[src/rtl/dmacsr_pkg.sv]
package dmacsr_pkg;
  localparam int NCH  = 64;
  localparam int HALF = NCH / 2;
  localparam int CHW  = $clog2(NCH);
  localparam int ECW  = 10;

  localparam logic [7:0] A_CTRL     = 8'h00;
  localparam logic [7:0] A_ERRSTAT  = 8'h04;
  localparam logic [7:0] A_REQ_LO   = 8'h08;
  localparam logic [7:0] A_REQ_HI   = 8'h0C;
  localparam logic [7:0] A_EIE_LO   = 8'h10;
  localparam logic [7:0] A_EIE_HI   = 8'h14;
  localparam logic [7:0] A_INT_LO   = 8'h18;
  localparam logic [7:0] A_INT_HI   = 8'h1C;
  localparam logic [7:0] A_ERR_LO   = 8'h20;
  localparam logic [7:0] A_ERR_HI   = 8'h24;
  localparam logic [7:0] A_DONE_LO  = 8'h28;
  localparam logic [7:0] A_DONE_HI  = 8'h2C;
  localparam logic [7:0] A_SETREQ   = 8'h30;
  localparam logic [7:0] A_CLRREQ   = 8'h34;
  localparam logic [7:0] A_SETEIE   = 8'h38;
  localparam logic [7:0] A_CLREIE   = 8'h3C;
  localparam logic [7:0] A_CLRINT   = 8'h40;
  localparam logic [7:0] A_CLRERR   = 8'h44;
  localparam logic [7:0] A_START    = 8'h48;
  localparam logic [7:0] A_CLRDONE  = 8'h4C;

  localparam logic [31:0] CTRL_MASK = 32'h8000_000C;

  // One-hot of a channel number; numbers outside the channel range decode to nothing.
  function automatic logic [NCH-1:0] chan_decode(input logic [7:0] num);
    logic [NCH-1:0] v;
    v = '0;
    if (int'(num) < NCH) v[num[CHW-1:0]] = 1'b1;
    return v;
  endfunction

  // Lowest-numbered set bit of a strobe vector.
  function automatic logic [CHW-1:0] lowest_chan(input logic [NCH-1:0] v);
    logic [CHW-1:0] idx;
    idx = '0;
    for (int i = NCH - 1; i >= 0; i--) begin
      if (v[i]) idx = CHW'(i);
    end
    return idx;
  endfunction

  function automatic logic [31:0] pack_errstat(input logic [CHW-1:0] ch,
                                               input logic [ECW-1:0] code);
    return {1'b1, 15'd0, code[9:8], ch, code[7:0]};
  endfunction
endpackage

[src/rtl/dmacsr_bitmap.sv]
module dmacsr_bitmap
  import dmacsr_pkg::*;
#(
  parameter bit W1C = 1'b0
) (
  input  logic            clk,
  input  logic            rst_n,
  input  logic [NCH-1:0]  set_one,
  input  logic [NCH-1:0]  clr_one,
  input  logic            wr_lo,
  input  logic            wr_hi,
  input  logic [31:0]     wdata,
  input  logic [NCH-1:0]  evt,
  output logic [NCH-1:0]  bits
);
  logic [NCH-1:0] word_nxt;
  logic [NCH-1:0] nxt;

  generate
    if (W1C) begin : g_w1c
      always_comb begin
        word_nxt = bits;
        if (wr_lo) word_nxt[HALF-1:0]   = bits[HALF-1:0]   & ~wdata[HALF-1:0];
        if (wr_hi) word_nxt[NCH-1:HALF] = bits[NCH-1:HALF] & ~wdata[HALF-1:0];
      end
    end else begin : g_plain
      always_comb begin
        word_nxt = bits;
        if (wr_lo) word_nxt[HALF-1:0]   = wdata[HALF-1:0];
        if (wr_hi) word_nxt[NCH-1:HALF] = wdata[HALF-1:0];
      end
    end
  endgenerate

  // Clear first, then the set sources; a hardware event always survives.
  assign nxt = ((word_nxt & ~clr_one) | set_one) | evt;

  always_ff @(posedge clk) begin
    if (!rst_n) bits <= '0;
    else        bits <= nxt;
  end
endmodule

[src/rtl/dmacsr_errlatch.sv]
module dmacsr_errlatch
  import dmacsr_pkg::*;
(
  input  logic            clk,
  input  logic            rst_n,
  input  logic            clr,
  input  logic [NCH-1:0]  evt,
  input  logic [ECW-1:0]  code,
  output logic [31:0]     stat
);
  logic held;
  logic capture;

  assign held    = stat[31] && !clr;
  assign capture = (|evt) && !held;

  always_ff @(posedge clk) begin
    if (!rst_n)       stat <= '0;
    else if (capture) stat <= pack_errstat(lowest_chan(evt), code);
    else if (clr)     stat <= '0;
  end
endmodule

[src/rtl/dmacsr_top.sv]
module dmacsr_top
  import dmacsr_pkg::*;
(
  input  logic              clk,
  input  logic              rst_n,
  input  logic              bus_wr,
  input  logic              bus_rd,
  input  logic [7:0]        bus_addr,
  input  logic [31:0]       bus_wdata,
  output logic [31:0]       bus_rdata,
  output logic              bus_rvalid,
  input  logic [NCH-1:0]    done_evt,
  input  logic [NCH-1:0]    err_evt,
  input  logic [ECW-1:0]    err_code,
  output logic [NCH-1:0]    req_en,
  output logic [NCH-1:0]    start_pulse,
  output logic              ctrl_rr_chan,
  output logic              ctrl_rr_group,
  output logic              ctrl_grp_dbg,
  output logic              done_irq,
  output logic              err_irq
);
  logic [NCH-1:0] cmd_onehot;
  logic [NCH-1:0] set_req, clr_req, set_eie, clr_eie;
  logic [NCH-1:0] clr_int, clr_err, set_start, clr_done;
  logic [NCH-1:0] eie_map, int_pend, err_pend, done_map;
  logic [31:0]    err_stat;
  logic [31:0]    ctrl_q;
  logic           wr_errstat;

  assign cmd_onehot = chan_decode(bus_wdata[7:0]);

  function automatic logic [NCH-1:0] cmd_for(input logic [7:0] a);
    return (bus_wr && bus_addr == a) ? cmd_onehot : '0;
  endfunction

  function automatic logic wr_at(input logic [7:0] a);
    return bus_wr && bus_addr == a;
  endfunction

  assign set_req   = cmd_for(A_SETREQ);
  assign clr_req   = cmd_for(A_CLRREQ);
  assign set_eie   = cmd_for(A_SETEIE);
  assign clr_eie   = cmd_for(A_CLREIE);
  assign clr_int   = cmd_for(A_CLRINT);
  assign clr_err   = cmd_for(A_CLRERR);
  assign set_start = cmd_for(A_START);
  assign clr_done  = cmd_for(A_CLRDONE);
  assign wr_errstat = wr_at(A_ERRSTAT);

  dmacsr_bitmap #(.W1C(1'b0)) u_req (
    .clk(clk), .rst_n(rst_n), .set_one(set_req), .clr_one(clr_req),
    .wr_lo(wr_at(A_REQ_LO)), .wr_hi(wr_at(A_REQ_HI)), .wdata(bus_wdata),
    .evt('0), .bits(req_en));

  dmacsr_bitmap #(.W1C(1'b0)) u_eie (
    .clk(clk), .rst_n(rst_n), .set_one(set_eie), .clr_one(clr_eie),
    .wr_lo(wr_at(A_EIE_LO)), .wr_hi(wr_at(A_EIE_HI)), .wdata(bus_wdata),
    .evt('0), .bits(eie_map));

  dmacsr_bitmap #(.W1C(1'b1)) u_int (
    .clk(clk), .rst_n(rst_n), .set_one('0), .clr_one(clr_int),
    .wr_lo(wr_at(A_INT_LO)), .wr_hi(wr_at(A_INT_HI)), .wdata(bus_wdata),
    .evt(done_evt), .bits(int_pend));

  dmacsr_bitmap #(.W1C(1'b1)) u_err (
    .clk(clk), .rst_n(rst_n), .set_one('0), .clr_one(clr_err),
    .wr_lo(wr_at(A_ERR_LO)), .wr_hi(wr_at(A_ERR_HI)), .wdata(bus_wdata),
    .evt(err_evt), .bits(err_pend));

  dmacsr_bitmap #(.W1C(1'b0)) u_done (
    .clk(clk), .rst_n(rst_n), .set_one('0), .clr_one(clr_done),
    .wr_lo(1'b0), .wr_hi(1'b0), .wdata(bus_wdata),
    .evt(done_evt), .bits(done_map));

  dmacsr_errlatch u_estat (
    .clk(clk), .rst_n(rst_n), .clr(wr_errstat), .evt(err_evt),
    .code(err_code), .stat(err_stat));

  always_ff @(posedge clk) begin
    if (!rst_n) begin
      start_pulse <= '0;
      ctrl_q      <= '0;
    end else begin
      start_pulse <= set_start;
      if (wr_at(A_CTRL)) ctrl_q <= bus_wdata & CTRL_MASK;
    end
  end

  assign ctrl_grp_dbg  = ctrl_q[31];
  assign ctrl_rr_group = ctrl_q[3];
  assign ctrl_rr_chan  = ctrl_q[2];
  assign done_irq      = |int_pend;
  assign err_irq       = |(err_pend & eie_map);

  logic [31:0] rd_mux;
  always_comb begin
    unique case (bus_addr)
      A_CTRL:    rd_mux = ctrl_q;
      A_ERRSTAT: rd_mux = err_stat;
      A_REQ_LO:  rd_mux = req_en[HALF-1:0];
      A_REQ_HI:  rd_mux = req_en[NCH-1:HALF];
      A_EIE_LO:  rd_mux = eie_map[HALF-1:0];
      A_EIE_HI:  rd_mux = eie_map[NCH-1:HALF];
      A_INT_LO:  rd_mux = int_pend[HALF-1:0];
      A_INT_HI:  rd_mux = int_pend[NCH-1:HALF];
      A_ERR_LO:  rd_mux = err_pend[HALF-1:0];
      A_ERR_HI:  rd_mux = err_pend[NCH-1:HALF];
      A_DONE_LO: rd_mux = done_map[HALF-1:0];
      A_DONE_HI: rd_mux = done_map[NCH-1:HALF];
      default:   rd_mux = '0;
    endcase
  end

  always_ff @(posedge clk) begin
    if (!rst_n) begin
      bus_rvalid <= 1'b0;
      bus_rdata  <= '0;
    end else begin
      bus_rvalid <= bus_rd;
      if (bus_rd) bus_rdata <= rd_mux;
    end
  end
endmodule

[config.mk]
export PLATFORM = sky130hd
export DESIGN_NAME = dmacsr_top
export DESIGN_NICKNAME = d
export VERILOG_FILES = /design/src/rtl/dmacsr_pkg.sv /design/src/rtl/dmacsr_bitmap.sv /design/src/rtl/dmacsr_errlatch.sv /design/src/rtl/dmacsr_top.sv
export SDC_FILE = /design/constraint.sdc
export NUM_CORES = 1
export LEC_CHECK = 0
export BUFFER_PORTS_ARGS = -buffer_cell sky130_fd_sc_hd__buf_2
export CAP_MARGIN = 20
export CELL_PAD_IN_SITES_DETAIL_PLACEMENT = 0
export CELL_PAD_IN_SITES_GLOBAL_PLACEMENT = 1
export CORE_MARGIN = 4
export CORE_UTILIZATION = 45
export DETAILED_ROUTE_END_ITERATION = 8
export GPL_TIMING_DRIVEN = 0
export PLACE_DENSITY = 0.92
export SLEW_MARGIN = 0
export SYNTH_ARGS = -nofsm -noshare
export SYNTH_HDL_FRONTEND = slang
export SYNTH_SLANG_ARGS = --single-unit
[constraint.sdc]
create_clock -name clk -period 5.74 [get_ports clk]
set_clock_uncertainty 0.1 [all_clocks]
set_input_delay 1.435 -clock clk [delete_from_list [all_inputs] [get_ports clk]]
set_output_delay 1.435 -clock clk [all_outputs]
set_load 0.03 [all_outputs]
# Word level (Yosys, flattened, before mapping)

Index checks and enable logic that the tools add are counted.

Reduce and logical (&&, ||, !) cells: 29
Bitwise logic cells: 21
$lt $le $gt $ge: 3
Eq/ne operators: 19
Mux-type cells: 85

Operator list:

| operator                                                                             | count |
|---|---|
| 64-bit 2-to-1 mux                                                                    | 8 |
| 64-bit AND                                                                           | 6 |
| 6-bit 2-to-1 mux                                                                     | 64 |
| 32-bit case mux with 12 select lines                                                 | 1 |
| 32-bit 2-to-1 mux                                                                    | 10 |
| 64-bit NOT                                                                           | 5 |
| 64-bit OR                                                                            | 5 |
| 64-bit OR reduction                                                                  | 3 |
| 32-bit AND                                                                           | 4 |
| 8-bit by 6-bit == test with 1-bit output (second input constant)                     | 8 |
| 8-bit by 5-bit == test with 1-bit output (second input constant)                     | 4 |
| 8-bit by 7-bit == test with 1-bit output (second input constant)                     | 4 |
| 32-bit NOT                                                                           | 1 |
| 1-bit logical AND                                                                    | 21 |
| 8-bit by 4-bit == test with 1-bit output (second input constant)                     | 2 |
| 8-bit by 3-bit == test with 1-bit output (second input constant)                     | 1 |
| 8-bit zero test                                                                      | 1 |
| 8-bit by 7-bit < comparator with 1-bit output (second input constant)                | 1 |
| 6-bit by 7-bit < comparator with 1-bit output (second input constant)                | 1 |
| 1-bit demux with 6-bit select                                                        | 1 |
| 6-bit by 1-bit greater-or-equal comparator with 1-bit output (second input constant) | 1 |
| 1-bit zero test                                                                      | 2 |
| 2-bit AND reduction                                                                  | 1 |
| 2-bit nonzero test                                                                   | 1 |
| 1-bit 2-to-1 mux                                                                     | 1 |

Register bits: 437
Output and inout bits: 166
Input port bits: 182
Word-level logic and storage cells: 167

# Longest topological paths before layout

Word-level depth: 65
Mapped depth: 10
Mapped depth without buffers: 6

# Modules after synthesis

Synthesis repeated with hierarchy kept, for this count alone.

Cells, all modules: 3153
Area, all modules: 24901.4 um^2

Modules (own cells, without submodules):

| module                      | instances | cells an instance | seq. area each (um^2) | area an instance (um^2) |
|---|---|---|---|---|
| dmacsr_bitmap at u_done ... | 3         | 342               | 1281.2                | 3178.0 |
| dmacsr_top                  | 1         | 1358              | 2001.9                | 8435.6 |
| dmacsr_bitmap at u_err ...  | 2         | 269               | 1281.2                | 2665.1 |
| dmacsr_errlatch             | 1         | 231               | 340.3                 | 1601.5 |

# Worst setup path after synthesis

Ideal clock, no wire load.

Kind: input to register
Start: input port bus_addr[7]
End: register bus_rdata[1]
Slack: 2.400 ns
Data arrival time: 3.167 ns
Stages on the path: 9
Path buffers: 3
Library setup time: 0.073 ns
Required time: 5.567 ns
Cells stage by stage: buf_2 > or4b_2 > buf_2 > nor2_2 > buf_2 > a22oi_1 > nand3_1 > nor2_1 > nor3_2

Word-level cells in the longest chain between the ends: 2
Elaborated cells on any way between the ends: 13
Those cells by class: eq/ne (11); mux (1); reduce/logical (1)

Ends and longest elaborated chain:

| item                                                                   | line              | source |
|---|---|---|
| from (decl)                                                            | dmacsr_top.sv:8   | `input logic [7:0] bus_addr,` |
| 8-bit by 6-bit == test with 1-bit output, or another cell as far along | dmacsr_top.sv:98  | `unique case (bus_addr)` |
| 32-bit case mux with 12 select lines (*)                               | dmacsr_top.sv:98  |  |
| to (signal assigned)                                                   | dmacsr_top.sv:121 | `if (bus_rd) bus_rdata <= rd_mux;` |
| to (decl)                                                              | dmacsr_top.sv:10  | `output logic [31:0] bus_rdata,` |

Mark *: on every way between the ends. The rest lies on a longest branch, timed or not.
A chain may end at the register's enable or synchronous reset.

# Worst setup path in the final report

Start: register u_int.bits[53]
End: output port done_irq

Word-level cells in the longest chain between the ends: 1

Ends and longest elaborated chain:

| item                   | line                | source |
|---|---|---|
| from (decl)            | dmacsr_bitmap.sv:14 | `output logic [NCH-1:0] bits` |
| from (signal assigned) | dmacsr_bitmap.sv:40 | `else bits <= nxt;` |
| 64-bit OR reduction    | dmacsr_top.sv:93    | `assign done_irq = \|int_pend;` |
| to (decl)              | dmacsr_top.sv:20    | `output logic done_irq,` |

Every way passes these cells.

==> metrics.yaml <==
sequential_group_share_of_total_power: 0.455
area.growth.synth_to_final_pct: 21.2
p_int_mw: 5.24
synthDistinctLibCells: 63
grt_start_max_net_pins: 14
n_fill_cell: 4375
ant_nets: 0
syn_area_um2: 20700
synth.top_cells.by_area: "sky130_fd_sc_hd__dfxtp_1, sky130_fd_sc_hd__nor2_1, sky130_fd_sc_hd__mux2i_1, sky130_fd_sc_hd__a21oi_1, sky130_fd_sc_hd__o22a_1"
dp_hpwl_mm: 98.5
dr_total_vias: 25300
hold_path_class: "flip-flop to flip-flop"
grt_pass1_vias: 23200
number_of_enable_flip_flop_cells_after_synthesis: 0
max_slew_headroom: 0.0479
fp-row-count: 78
clock_tree_from_tritoncts: "yes"
initial_core_util: 0.455
cts_sinks: 437
cts_stage_hold_buffer_count: 0
leakage_power_summed_over_all_cells_nw: 10.0
netlist.area_leader.share: 0.422
numCtsBuffers: 48
outcome: "complete, but fails checks"
timing.reg2reg.setup_slack_ns: 3.80
yosys_most_used_dff: "sky130_fd_sc_hd__dfxtp_1"
synth.yosys.warnings: 0
layout_worst_path_cycle_share: 0.827
post_syn_nets: 2697
placed_cells_incl_taps: 3452
antenna_violations_before_repair: 5
seq_area_frac_synth: 0.422
wire_per_inst_um: 36.7
p_switching_mw: 1.95
crit_path_start: "u_int.bits[53]"
synth_top_cell_by_area: "sky130_fd_sc_hd__dfxtp_1"
resized_gates_after_cts: 0
remaining_drc_errors: 1
crit_path_max_fanout: 3
worstPathArrival_ns: 3.21
total_of_flip_flops_plus_latches_after_synthesis: 437
irDropWorstVdd_v: 0.000262
setup-violations-final: 0
rsz_0062_raised_after_global_routing: "no"
grt_use_total: 0.498
ctsHtreeMaxLevel: 2
final.hold.worst_slack_ns: 0.339
port-buffer-count: 311
totalPowerFinal_mw: 7.19
fin_nets: 3089
worstMarginPinSlew_ns: 1.43
clk_pin_slew_worst_paths_ns: 0.06
gpl.final_weighted_congestion: 1.14
detail_route.first_pass.iterations: 9
cts-root-to-sink-buffers: 3
grt_pass1_wl_mm: 177
p_sw_frac: 0.271
cts.repair_timing.setup_buffer_count: 0
dieWidth_um: 223
routed_wl_mm: 130
drt-vias-per-instance: 7.11
r2r_start: "u_err.bits[24]"
max_cap_violations: 0
maxSlewViolCount: 0
maxClockFrequency_ghz: 0.211
power_density_nw_per_um2: 286
syn_avg_cell_area_um2: 8.23
fp.coreArea_um2: 45500
die_h_um: 223
overall_die_area_um2: 49500
fraction_of_layout_instances_using_a_drive_strength_above_1: 0.159
setup.worst_path.class: "flip-flop to primary output"
drt_iter0_drc: 4986
clock_tree.root_cell: "sky130_fd_sc_hd__clkbuf_16"
synthCells: 2515
combinationalPowerShare: 0.081
crit_path_end_kind: "primary output"
required_ns: 4.20
timing.hold.worst.start: "bus_rdata[27]"
violations_in_the_final_reports: "design-rule violations"
layout_min_cycle_time_ns: 4.75
final_common_cell: "sky130_fd_sc_hd__dfxtp_1"
synth-async-reset-ratio: 0
fin_util: 0.552
timing.final.hold_violations: 0
latest_clock_arrival_within_the_worst_skew_pair_ns: 0.62
io-pin-count: 348
clkPwrFrac: 0.464
finalNonFillerCells: 3552
grt-ovfl-total: 0
most-common-layout-cells: "sky130_fd_sc_hd__dfxtp_1, sky130_fd_sc_hd__nor2_1, sky130_fd_sc_hd__buf_2"
critPathLaunchType: "flip-flop"
power by group through the flow:
stage	Sequential [mW]	Combinational [mW]	Clock, mW
finish	3.27	0.583	3.33
global placement	3.32	0.522	0
detailed placement	3.32	0.538	0
floorplan	3.25	0.258	0
CTS	3.25	0.540	3.30
global route	3.26	0.590	3.42
logic make-up after synthesis:
kind of cell,count (synthesis),share of synthesized area
AOI/OAI and AO/OA,852,0.288
buffers and inverters,284,0.0538
DFF,437,0.422
muxes,137,0.0663
and+or+nand+nor,805,0.170
cells in the mapped netlist (all sizes together), types with 53 or more instances:
library cell and count:
a21oi 240, a2bb2oi 53, o211ai 80, a22oi 76, o22a 128, nand2 198, o21ai 99, inv 76
dfxtp 437, nor2 438, mux2i 136, clkbuf 166
metrics by stage:
stage	setup slack (ns)	TNS, ns	cell area [um^2]
final	0.994	0	25100
after global routing	1.09	0	25100
after CTS	0.847	0	25000
after detailed placement	0.261	0	23400
after global placement	-0.0339	-0.375	23000
after floorplan	2.40	0	20700
flip-flops by register name, indices dropped and copies added (netlist names):
| signal | flops |
|---|---|
| u_eie.bits | 64 |
| u_estat.stat | 17 |
| u_req.bits | 64 |
| bus_rvalid | 1 |
| start_pulse | 64 |
| u_int.bits | 64 |
| bus_rdata | 32 |
| u_err.bits | 64 |
| ctrl_q | 3 |
| u_done.bits | 64 |
critical path, stage by stage (launching register included):
cell and delay (ns):
sky130_fd_sc_hd__dfxtp_1 0.40, sky130_fd_sc_hd__nor4_1 0.89, sky130_fd_sc_hd__nand4_1 0.47, sky130_fd_sc_hd__or4_1 0.64, sky130_fd_sc_hd__buf_2 0.20
final cells by class:
class / count / area, um^2 / area share
Inverter: 76 / 285 / 0.0114
Antenna cell: 7 / 17.5 / 0.000698
Buffer: 208 / 830 / 0.0331
Clock inverter: 16 / 223 / 0.00888
Timing Repair Buffer: 342 / 1960 / 0.0780
Multi-Input combinational cell: 1794 / 10900 / 0.433
Tap cell: 600 / 751 / 0.0299
Clock buffer: 72 / 1420 / 0.0567
Sequential cell: 437 / 8750 / 0.349
final timing paths:
path / endpoint / depth (start not counted)
setup / recovery: done_irq / 4
hold / removal: bus_rdata[27] / 2
setup reg to reg: bus_rdata[24] / 4
hold reg to reg: bus_rdata[27] / 2
metal layers:
layer  routed length [um]  track usage  vias to the layer above
met3                21300        0.205                      644
met4                12000        0.334                        0
met5                    0            0                        -
met1                46500        0.630                    12100
li1                     -            -                    10000
met2                50500        0.690                     2483
Power figures use the tool's default switching activity.
